`config.mk`:
```
export PLATFORM = sky130hd
export DESIGN_NAME = asn_tlb
export DESIGN_NICKNAME = d
export VERILOG_FILES = /design/src/rtl/tlb_pkg.sv /design/src/rtl/tlb_slot.sv /design/src/rtl/tlb_first.sv /design/src/rtl/tlb_rotor.sv /design/src/rtl/asn_tlb.sv
export SDC_FILE = /design/constraint.sdc
export NUM_CORES = 2
export LEC_CHECK = 0
export BUFFER_PORTS_ARGS = -buffer_cell sky130_fd_sc_hd__buf_2
export CAP_MARGIN = 15
export CORE_ASPECT_RATIO = 0.9
export CORE_MARGIN = 2
export CORE_UTILIZATION = 60
export CTS_CLUSTER_DIAMETER = 100
export DETAILED_ROUTE_END_ITERATION = 8
export GPL_TIMING_DRIVEN = 0
export MAX_ROUTING_LAYER = met4
export PLACE_DENSITY = 0.79
export SLEW_MARGIN = 20
export SYNTH_ARGS = -nofsm -noshare
export SYNTH_HDL_FRONTEND = slang
export SYNTH_HIERARCHICAL = 1
export SYNTH_SLANG_ARGS = --single-unit
```
`constraint.sdc`:
```
create_clock -name clk -period 14.3 [get_ports clk]
set_clock_uncertainty 0.05 [all_clocks]
set_input_delay 3.575 -clock clk [delete_from_list [all_inputs] [get_ports clk]]
set_output_delay 3.575 -clock clk [all_outputs]
set_load 0.05 [all_outputs]
```
`src/rtl/tlb_pkg.sv`:
```
`timescale 1ns/1ps
package tlb_pkg;
  // Next value of a rotating slot pointer of a table with n slots.
  function automatic int unsigned wrap_next(int unsigned cur, int unsigned n);
    return (cur + 1 >= n) ? 0 : cur + 1;
  endfunction
endpackage

```
`src/rtl/tlb_slot.sv`:
```
`timescale 1ns/1ps
module tlb_slot #(
  parameter int VPN_W = 11,
  parameter int PPN_W = 12,
  parameter int ASN_W = 4,
  parameter int MODES = 4
) (
  input  logic             clk,
  input  logic             rst,
  input  logic             load,
  input  logic [VPN_W-1:0] load_vpn,
  input  logic [ASN_W-1:0] load_asn,
  input  logic             load_glob,
  input  logic [PPN_W-1:0] load_ppn,
  input  logic [MODES-1:0] load_rd,
  input  logic [MODES-1:0] load_wr,
  input  logic             clr_all,
  input  logic             clr_proc,
  input  logic             clr_addr,
  input  logic [VPN_W-1:0] clr_vpn,
  input  logic [ASN_W-1:0] clr_asn,
  input  logic [VPN_W-1:0] q_vpn,
  input  logic [ASN_W-1:0] q_asn,
  output logic             q_match,
  output logic             o_valid,
  output logic             o_glob,
  output logic [VPN_W-1:0] o_vpn,
  output logic [ASN_W-1:0] o_asn,
  output logic [PPN_W-1:0] o_ppn,
  output logic [MODES-1:0] o_rd,
  output logic [MODES-1:0] o_wr
);
  logic addr_match, kill;

  always_comb begin
    q_match    = o_valid && (o_vpn == q_vpn) && (o_glob || (o_asn == q_asn));
    addr_match = o_valid && (o_vpn == clr_vpn) && (o_glob || (o_asn == clr_asn));
    kill       = clr_all || (clr_proc && !o_glob) || (clr_addr && addr_match);
  end

  always_ff @(posedge clk) begin
    if (rst) begin
      o_valid <= 1'b0;
      o_glob  <= 1'b0;
      o_vpn   <= '0;
      o_asn   <= '0;
      o_ppn   <= '0;
      o_rd    <= '0;
      o_wr    <= '0;
    end else if (kill) begin
      o_valid <= 1'b0;
    end else if (load) begin
      o_valid <= 1'b1;
      o_glob  <= load_glob;
      o_vpn   <= load_vpn;
      o_asn   <= load_asn;
      o_ppn   <= load_ppn;
      o_rd    <= load_rd;
      o_wr    <= load_wr;
    end
  end

  // a non-global slot does not survive a process flush
  a_r7_proc_kill: assert property (@(posedge clk) disable iff (rst)
    (clr_proc && !o_glob) |=> !o_valid);
  // a slot matching the flushed page is gone afterwards
  a_r8_addr_kill: assert property (@(posedge clk) disable iff (rst)
    (clr_addr && addr_match) |=> !o_valid);
  // a load leaves a valid slot tagged with the loaded page
  a_r4_load_tag: assert property (@(posedge clk) disable iff (rst)
    (load && !clr_all && !clr_proc && !clr_addr) |=> (o_valid && o_vpn == $past(load_vpn)));
endmodule

```
`src/rtl/tlb_first.sv`:
```
`timescale 1ns/1ps
module tlb_first #(
  parameter int N  = 8,
  parameter int IW = 3
) (
  input  logic [N-1:0]  req,
  output logic          found,
  output logic [IW-1:0] idx
);
  always_comb begin
    found = 1'b0;
    idx   = '0;
    for (int i = N - 1; i >= 0; i--) begin
      if (req[i]) begin
        found = 1'b1;
        idx   = IW'(i);
      end
    end
  end
endmodule

```
`src/rtl/tlb_rotor.sv`:
```
`timescale 1ns/1ps
module tlb_rotor #(
  parameter int N  = 8,
  parameter int IW = 3
) (
  input  logic          clk,
  input  logic          rst,
  input  logic          zero,
  input  logic          step,
  output logic [IW-1:0] ptr
);
  import tlb_pkg::*;

  always_ff @(posedge clk) begin
    if (rst || zero)
      ptr <= '0;
    else if (step)
      ptr <= IW'(wrap_next(int'(ptr), N));
  end

  // a zero request lands the pointer on slot 0
  a_r6_ptr_zero: assert property (@(posedge clk) disable iff (rst)
    zero |=> (ptr == '0));
  // one step moves exactly one slot, wrapping at the end
  a_r9_ptr_step: assert property (@(posedge clk) disable iff (rst)
    (step && !zero) |=> (ptr == (($past(ptr) == IW'(N - 1)) ? '0 : $past(ptr) + 1'b1)));
endmodule

```
`src/rtl/asn_tlb.sv`:
```
`timescale 1ns/1ps
module asn_tlb #(
  parameter int ENTRIES    = 8,
  parameter int VA_W       = 32,
  parameter int PAGE_SHIFT = 13,
  parameter int PPN_W      = 20,
  parameter int ASN_W      = 8,
  parameter int MODES      = 4,
  localparam int VPN_W     = VA_W - PAGE_SHIFT,
  localparam int IW        = (ENTRIES > 1) ? $clog2(ENTRIES) : 1
) (
  input  logic             clk,
  input  logic             rst,
  input  logic [VPN_W-1:0] lk_vpn,
  input  logic [ASN_W-1:0] lk_asn,
  output logic             lk_hit,
  output logic [PPN_W-1:0] lk_ppn,
  output logic [MODES-1:0] lk_rd_en,
  output logic [MODES-1:0] lk_wr_en,
  input  logic             ins_valid,
  output logic             ins_ready,
  input  logic [VA_W-1:0]  ins_va,
  input  logic [ASN_W-1:0] ins_asn,
  input  logic             ins_global,
  input  logic [PPN_W-1:0] ins_ppn,
  input  logic [MODES-1:0] ins_rd_en,
  input  logic [MODES-1:0] ins_wr_en,
  input  logic             flush_all,
  input  logic             flush_proc,
  input  logic             flush_addr,
  input  logic [VA_W-1:0]  flush_va,
  input  logic [ASN_W-1:0] flush_asn,
  input  logic             idx_adv,
  output logic [IW-1:0]    idx_slot,
  output logic             idx_valid,
  output logic [VPN_W-1:0] idx_vpn,
  output logic [ASN_W-1:0] idx_asn,
  output logic             idx_global,
  output logic [PPN_W-1:0] idx_ppn,
  output logic [MODES-1:0] idx_rd_en,
  output logic [MODES-1:0] idx_wr_en
);
  logic               flush_any, ins_fire;
  logic [ENTRIES-1:0] hit_vec, valid_vec, glob_vec;
  logic [IW-1:0]      lk_slot;
  logic [VPN_W-1:0]   e_vpn [ENTRIES];
  logic [ASN_W-1:0]   e_asn [ENTRIES];
  logic [PPN_W-1:0]   e_ppn [ENTRIES];
  logic [MODES-1:0]   e_rd  [ENTRIES];
  logic [MODES-1:0]   e_wr  [ENTRIES];

  assign flush_any = flush_all || flush_proc || flush_addr;
  assign ins_ready = !flush_any;
  assign ins_fire  = ins_valid && ins_ready;

  for (genvar g = 0; g < ENTRIES; g++) begin : g_slot
    tlb_slot #(.VPN_W(VPN_W), .PPN_W(PPN_W), .ASN_W(ASN_W), .MODES(MODES)) u_slot (
      .clk      (clk),
      .rst      (rst),
      .load     (ins_fire && (idx_slot == IW'(g))),
      .load_vpn (ins_va[VA_W-1:PAGE_SHIFT]),
      .load_asn (ins_asn),
      .load_glob(ins_global),
      .load_ppn (ins_ppn),
      .load_rd  (ins_rd_en),
      .load_wr  (ins_wr_en),
      .clr_all  (flush_all),
      .clr_proc (flush_proc),
      .clr_addr (flush_addr),
      .clr_vpn  (flush_va[VA_W-1:PAGE_SHIFT]),
      .clr_asn  (flush_asn),
      .q_vpn    (lk_vpn),
      .q_asn    (lk_asn),
      .q_match  (hit_vec[g]),
      .o_valid  (valid_vec[g]),
      .o_glob   (glob_vec[g]),
      .o_vpn    (e_vpn[g]),
      .o_asn    (e_asn[g]),
      .o_ppn    (e_ppn[g]),
      .o_rd     (e_rd[g]),
      .o_wr     (e_wr[g])
    );
  end

  tlb_first #(.N(ENTRIES), .IW(IW)) u_first (
    .req  (hit_vec),
    .found(lk_hit),
    .idx  (lk_slot)
  );

  tlb_rotor #(.N(ENTRIES), .IW(IW)) u_rotor (
    .clk (clk),
    .rst (rst),
    .zero(flush_all),
    .step(ins_fire || idx_adv),
    .ptr (idx_slot)
  );

  always_comb begin
    lk_ppn     = lk_hit ? e_ppn[lk_slot] : '0;
    lk_rd_en   = lk_hit ? e_rd[lk_slot]  : '0;
    lk_wr_en   = lk_hit ? e_wr[lk_slot]  : '0;
    idx_valid  = valid_vec[idx_slot];
    idx_global = glob_vec[idx_slot];
    idx_vpn    = e_vpn[idx_slot];
    idx_asn    = e_asn[idx_slot];
    idx_ppn    = e_ppn[idx_slot];
    idx_rd_en  = e_rd[idx_slot];
    idx_wr_en  = e_wr[idx_slot];
  end

  // the chosen slot matches and no lower slot does
  a_r3_lowest: assert property (@(posedge clk) disable iff (rst)
    lk_hit |-> (hit_vec[lk_slot] &&
               ((hit_vec & ((ENTRIES'(1) << lk_slot) - ENTRIES'(1))) == '0)));
  // nothing is valid after a full flush
  a_r6_empty: assert property (@(posedge clk) disable iff (rst)
    flush_all |=> (valid_vec == '0));
  // only global slots remain valid after a process flush
  a_r7_only_global: assert property (@(posedge clk) disable iff (rst)
    flush_proc |=> ((valid_vec & ~glob_vec) == '0));
  // a stalled insert leaves the pointer where it was
  a_r5_stall_hold: assert property (@(posedge clk) disable iff (rst)
    ((flush_proc || flush_addr) && !flush_all && !idx_adv) |=> $stable(idx_slot));
endmodule

```
==> impl_metrics.py <==
metrics = {
    "yosys": {
        "synth_most_common_cell": "nand2b_1",
        "syn_area_um2": 31200,
        "synth_enable_flop_cells": 0,
        "synth.distinct_cells": 42,
        "synth_top_cell_by_area": "dfxtp_1",
        "synth_ff_type": "dfxtp_1",
        "ys_seq_area_frac": 0.295,
        "postSynthCellCount": 3031,
        "ys_ff_latch": 459,
        "synth_nets": 3175,
        "async_reset_ff_frac": 0,
        "syn_area_per_cell_um2": 10.3,
        "synthTopCellsByArea": "dfxtp_1 (29%), nand2b_1 (18%), mux2i_1 (15%)",
        "synth_common_cells": "nand2b_1 (900), mux2i_1 (477), dfxtp_1 (459), xor2_1 (336), mux4_2 (142)",
        "ys_warn_count": 6,
        "synth_top_area_share": 0.295,
    },
    "place": {
        "gp_congestion": 1.06,
        "dp_hpwl_mm": 87.8,
        "numPortBuffers": 206,
    },
    "power": {
        "powerDensity_nw_per_um2": 87.6,
        "leakage_nw": 16.1,
        "ir_worst_vdd_uv": 103,
    },
    "setup_path": {
        "crit_fanout": 10,
        "r2r-start": "u_rotor/ptr[0]",
        "slowest_delay_ns": 0.93,
        "worst-endpoint-required_ns": 10.68,
        "startpoint": "lk_vpn[1]",
        "r2r_slack_ns": 10.65,
        "critPathLaunchType": "primary input",
        "r2r_end": "g_slot[0].u_slot/o_ppn[6]",
        "cp_data_arrival_time_ns": 9.08,
        "critPathTopFamily": "simple AND/OR/NAND/NOR gates",
        "critPathSlowestCell": "nor4_1",
        "cp_num_buf_inv": 4,
        "crit_chain": "buf_2, xor2_1, nor4_1, nand3_1, nor4_1, o21bai_1, o41ai_1, nand2b_1, clkbuf_1, clkbuf_1, o21ai_0, a221oi_1, buf_2",
        "critical_path_class": "in -> out",
        "r2r_cells": 9,
        "crit_path_end_kind": "primary output",
    },
    "sta": {
        "fin_setup_tns_ns": 0,
        "hold_viol_final": 0,
        "rsz0062_at_grt": "false",
        "final.min_clock_period_ns": 12.70,
        "slew_violations": 0,
        "fin_crit_sh": 0.888,
        "fmax_mhz": 78.7,
        "slew_headroom": 0.149,
        "finalSetupViolCount": 0,
        "tightest_slew_ns": 1.28,
    },
    "clocking": {
        "cts_tree": "yes",
        "cts_root_buf": "clkbuf_16",
        "clock_latency_ns": 0.63,
        "post_cts_resize_count": 0,
        "postCtsSetupBuffers": 0,
        "htreeDepth": 2,
        "clockBufferDepth": 3,
        "clk_pin_slew_worst_paths_ns": 0.06,
        "clock_sinks": 459,
        "cts_made_buffers": 51,
        "ctsHoldBuffers": 0,
    },
    "route": {
        "drc": 0,
        "via_per_inst": 6.42,
        "wl_mm": 121,
        "drtIter0Drc": 3014,
        "vias": 25900,
        "wl_per_cell_um": 30.1,
        "antenna_left": 0,
        "firstDrtPassIters": 5,
    },
    "grt": {
        "grt.total_usage": 0.454,
        "grt_start_max_net_pins": 42,
        "overflow": 0,
        "grt_pass1_vias": 25600,
        "antenna_found_initial": 16,
        "grt_pass1_wl_mm": 173,
    },
    "final_layout": {
        "final_nets": 3435,
        "utilization": 0.679,
        "area_growth_pct": 12.1,
        "drive_above_1_share": 0.189,
    },
    "die": {
        "die_area_um2": 53800,
        "io_pins": 233,
        "die_h_um": 220,
        "core_area_um2": 51500,
        "start_util": 0.606,
        "row_count": 79,
        "die_w_um": 244,
    },
    "run_status": {
        "status": "complete, no violations",
    },
    "hold_path": {
        "holdPathEnd": "g_slot[2].u_slot/o_ppn[9]",
        "hp-start": "g_slot[2].u_slot/o_ppn[9]",
        "min_path_cells": 2,
        "hold_class": "reg -> reg",
    },
    "run": {
        "max_cap_violations": 0,
    },
}
[worst max-delay path by stage]
| stage | depth (start not counted) | slack (ns) | end |
|---|---|---|---|
| 2_1_floorplan | 11 | 3.70 | lk_ppn[10] |
| 3_3_place_gp | 13 | 1.79 | lk_wr_en[1] |
| 3_5_place_dp | 13 | 1.85 | lk_ppn[16] |
| 4_1_cts | 13 | 1.83 | lk_ppn[16] |
| 5_1_grt | 13 | 1.56 | lk_ppn[16] |
| 6_report | 13 | 1.60 | lk_wr_en[1] |
[power by group]
| group | internal (mW) | leakage [nW] | switching, mW |
|---|---|---|---|
| Sequential | 1.28 | 3.70 | 0.00255 |
| Clock | 0.854 | 0.873 | 0.604 |
| Combinational | 0.118 | 11.6 | 0.207 |
[through the flow]
stage	power [mW]	cells	cell area, µm²	hold slack, ns	worst slack [ns]
floorplan	1.48	3031	31200	0.408	3.70
global placement	1.62	3925	33100	0.419	1.79
detailed placement	1.62	3926	33100	0.431	1.85
CTS	3.05	4019	34900	0.445	1.83
global route	3.13	4033	35000	0.457	1.56
finish	3.06	4039	35000	0.443	1.60
[layout make-up]
cell class,count,area (µm²)
multi-input combinational,2335,20400
fill,4060,16500
sequential,459,9190
buffer,200,1470
clock buffer,65,1430
timing repair buffer,207,1040
tap,688,861
clock inverter,28,387
inverter,37,139
antenna,20,50.0
[flip-flops by register name (all words and copies together) (netlist names)]
signal / flops
g_slot.u_slot/o_ppn: 160
g_slot.u_slot/o_rd: 32
g_slot.u_slot/o_wr: 32
g_slot.u_slot/o_valid: 8
g_slot.u_slot/o_glob: 8
u_rotor/ptr: 3
g_slot.u_slot/o_asn: 64
g_slot.u_slot/o_vpn: 152
[placed cells by master, fill, tap and decap left out, types with 26 or more instances in the layout]
cell / Yosys / final
a221oi_1: 28 / 28
inv_1: 37 / 37
mux2i_1: 477 / 477
clkbuf_16: 0 / 51
mux2_2: 65 / 65
o21ai_0: 29 / 29
nand2b_1: 900 / 900
a21oi_1: 26 / 26
clkbuf_1: 117 / 118
mux4_2: 142 / 142
nor4_1: 89 / 89
buf_12: 33 / 33
buf_2: 23 / 230
dfxtp_1: 459 / 459
xor2_1: 336 / 336
xnor2_1: 97 / 97
[per-layer routing]
| layer | share of wire | track usage | vias to the layer above |
|---|---|---|---|
| met5 | 0 | - | - |
| met4 | 0.062 | 0.270 | 0 |
| met3 | 0.11 | 0.111 | 440 |
| met2 | 0.43 | 0.657 | 1817 |
| met1 | 0.39 | 0.578 | 12700 |
| li1 | - | - | 11000 |
[worst register-to-register path, stage by stage (launching register included)]
cell	delay (ns)
dfxtp_1	0.54
buf_6	0.21
buf_2	0.46
buf_1	1.00
nor3_1	0.25
and2_1	0.25
o31ai_4	0.10
buf_6	0.30
buf_12	0.20
mux2i_1	0.23
[kinds of logic after synthesis]
kind of cell	synth area share
DFF	0.295
AOI/OAI and AO/OA	0.0254
and+or+nand+nor	0.218
xor gates and xnor gates	0.122
buffers and inverters	0.0516
muxes	0.289
adders and majority gates	0.000401
Power figures use the tool's default switching activity.
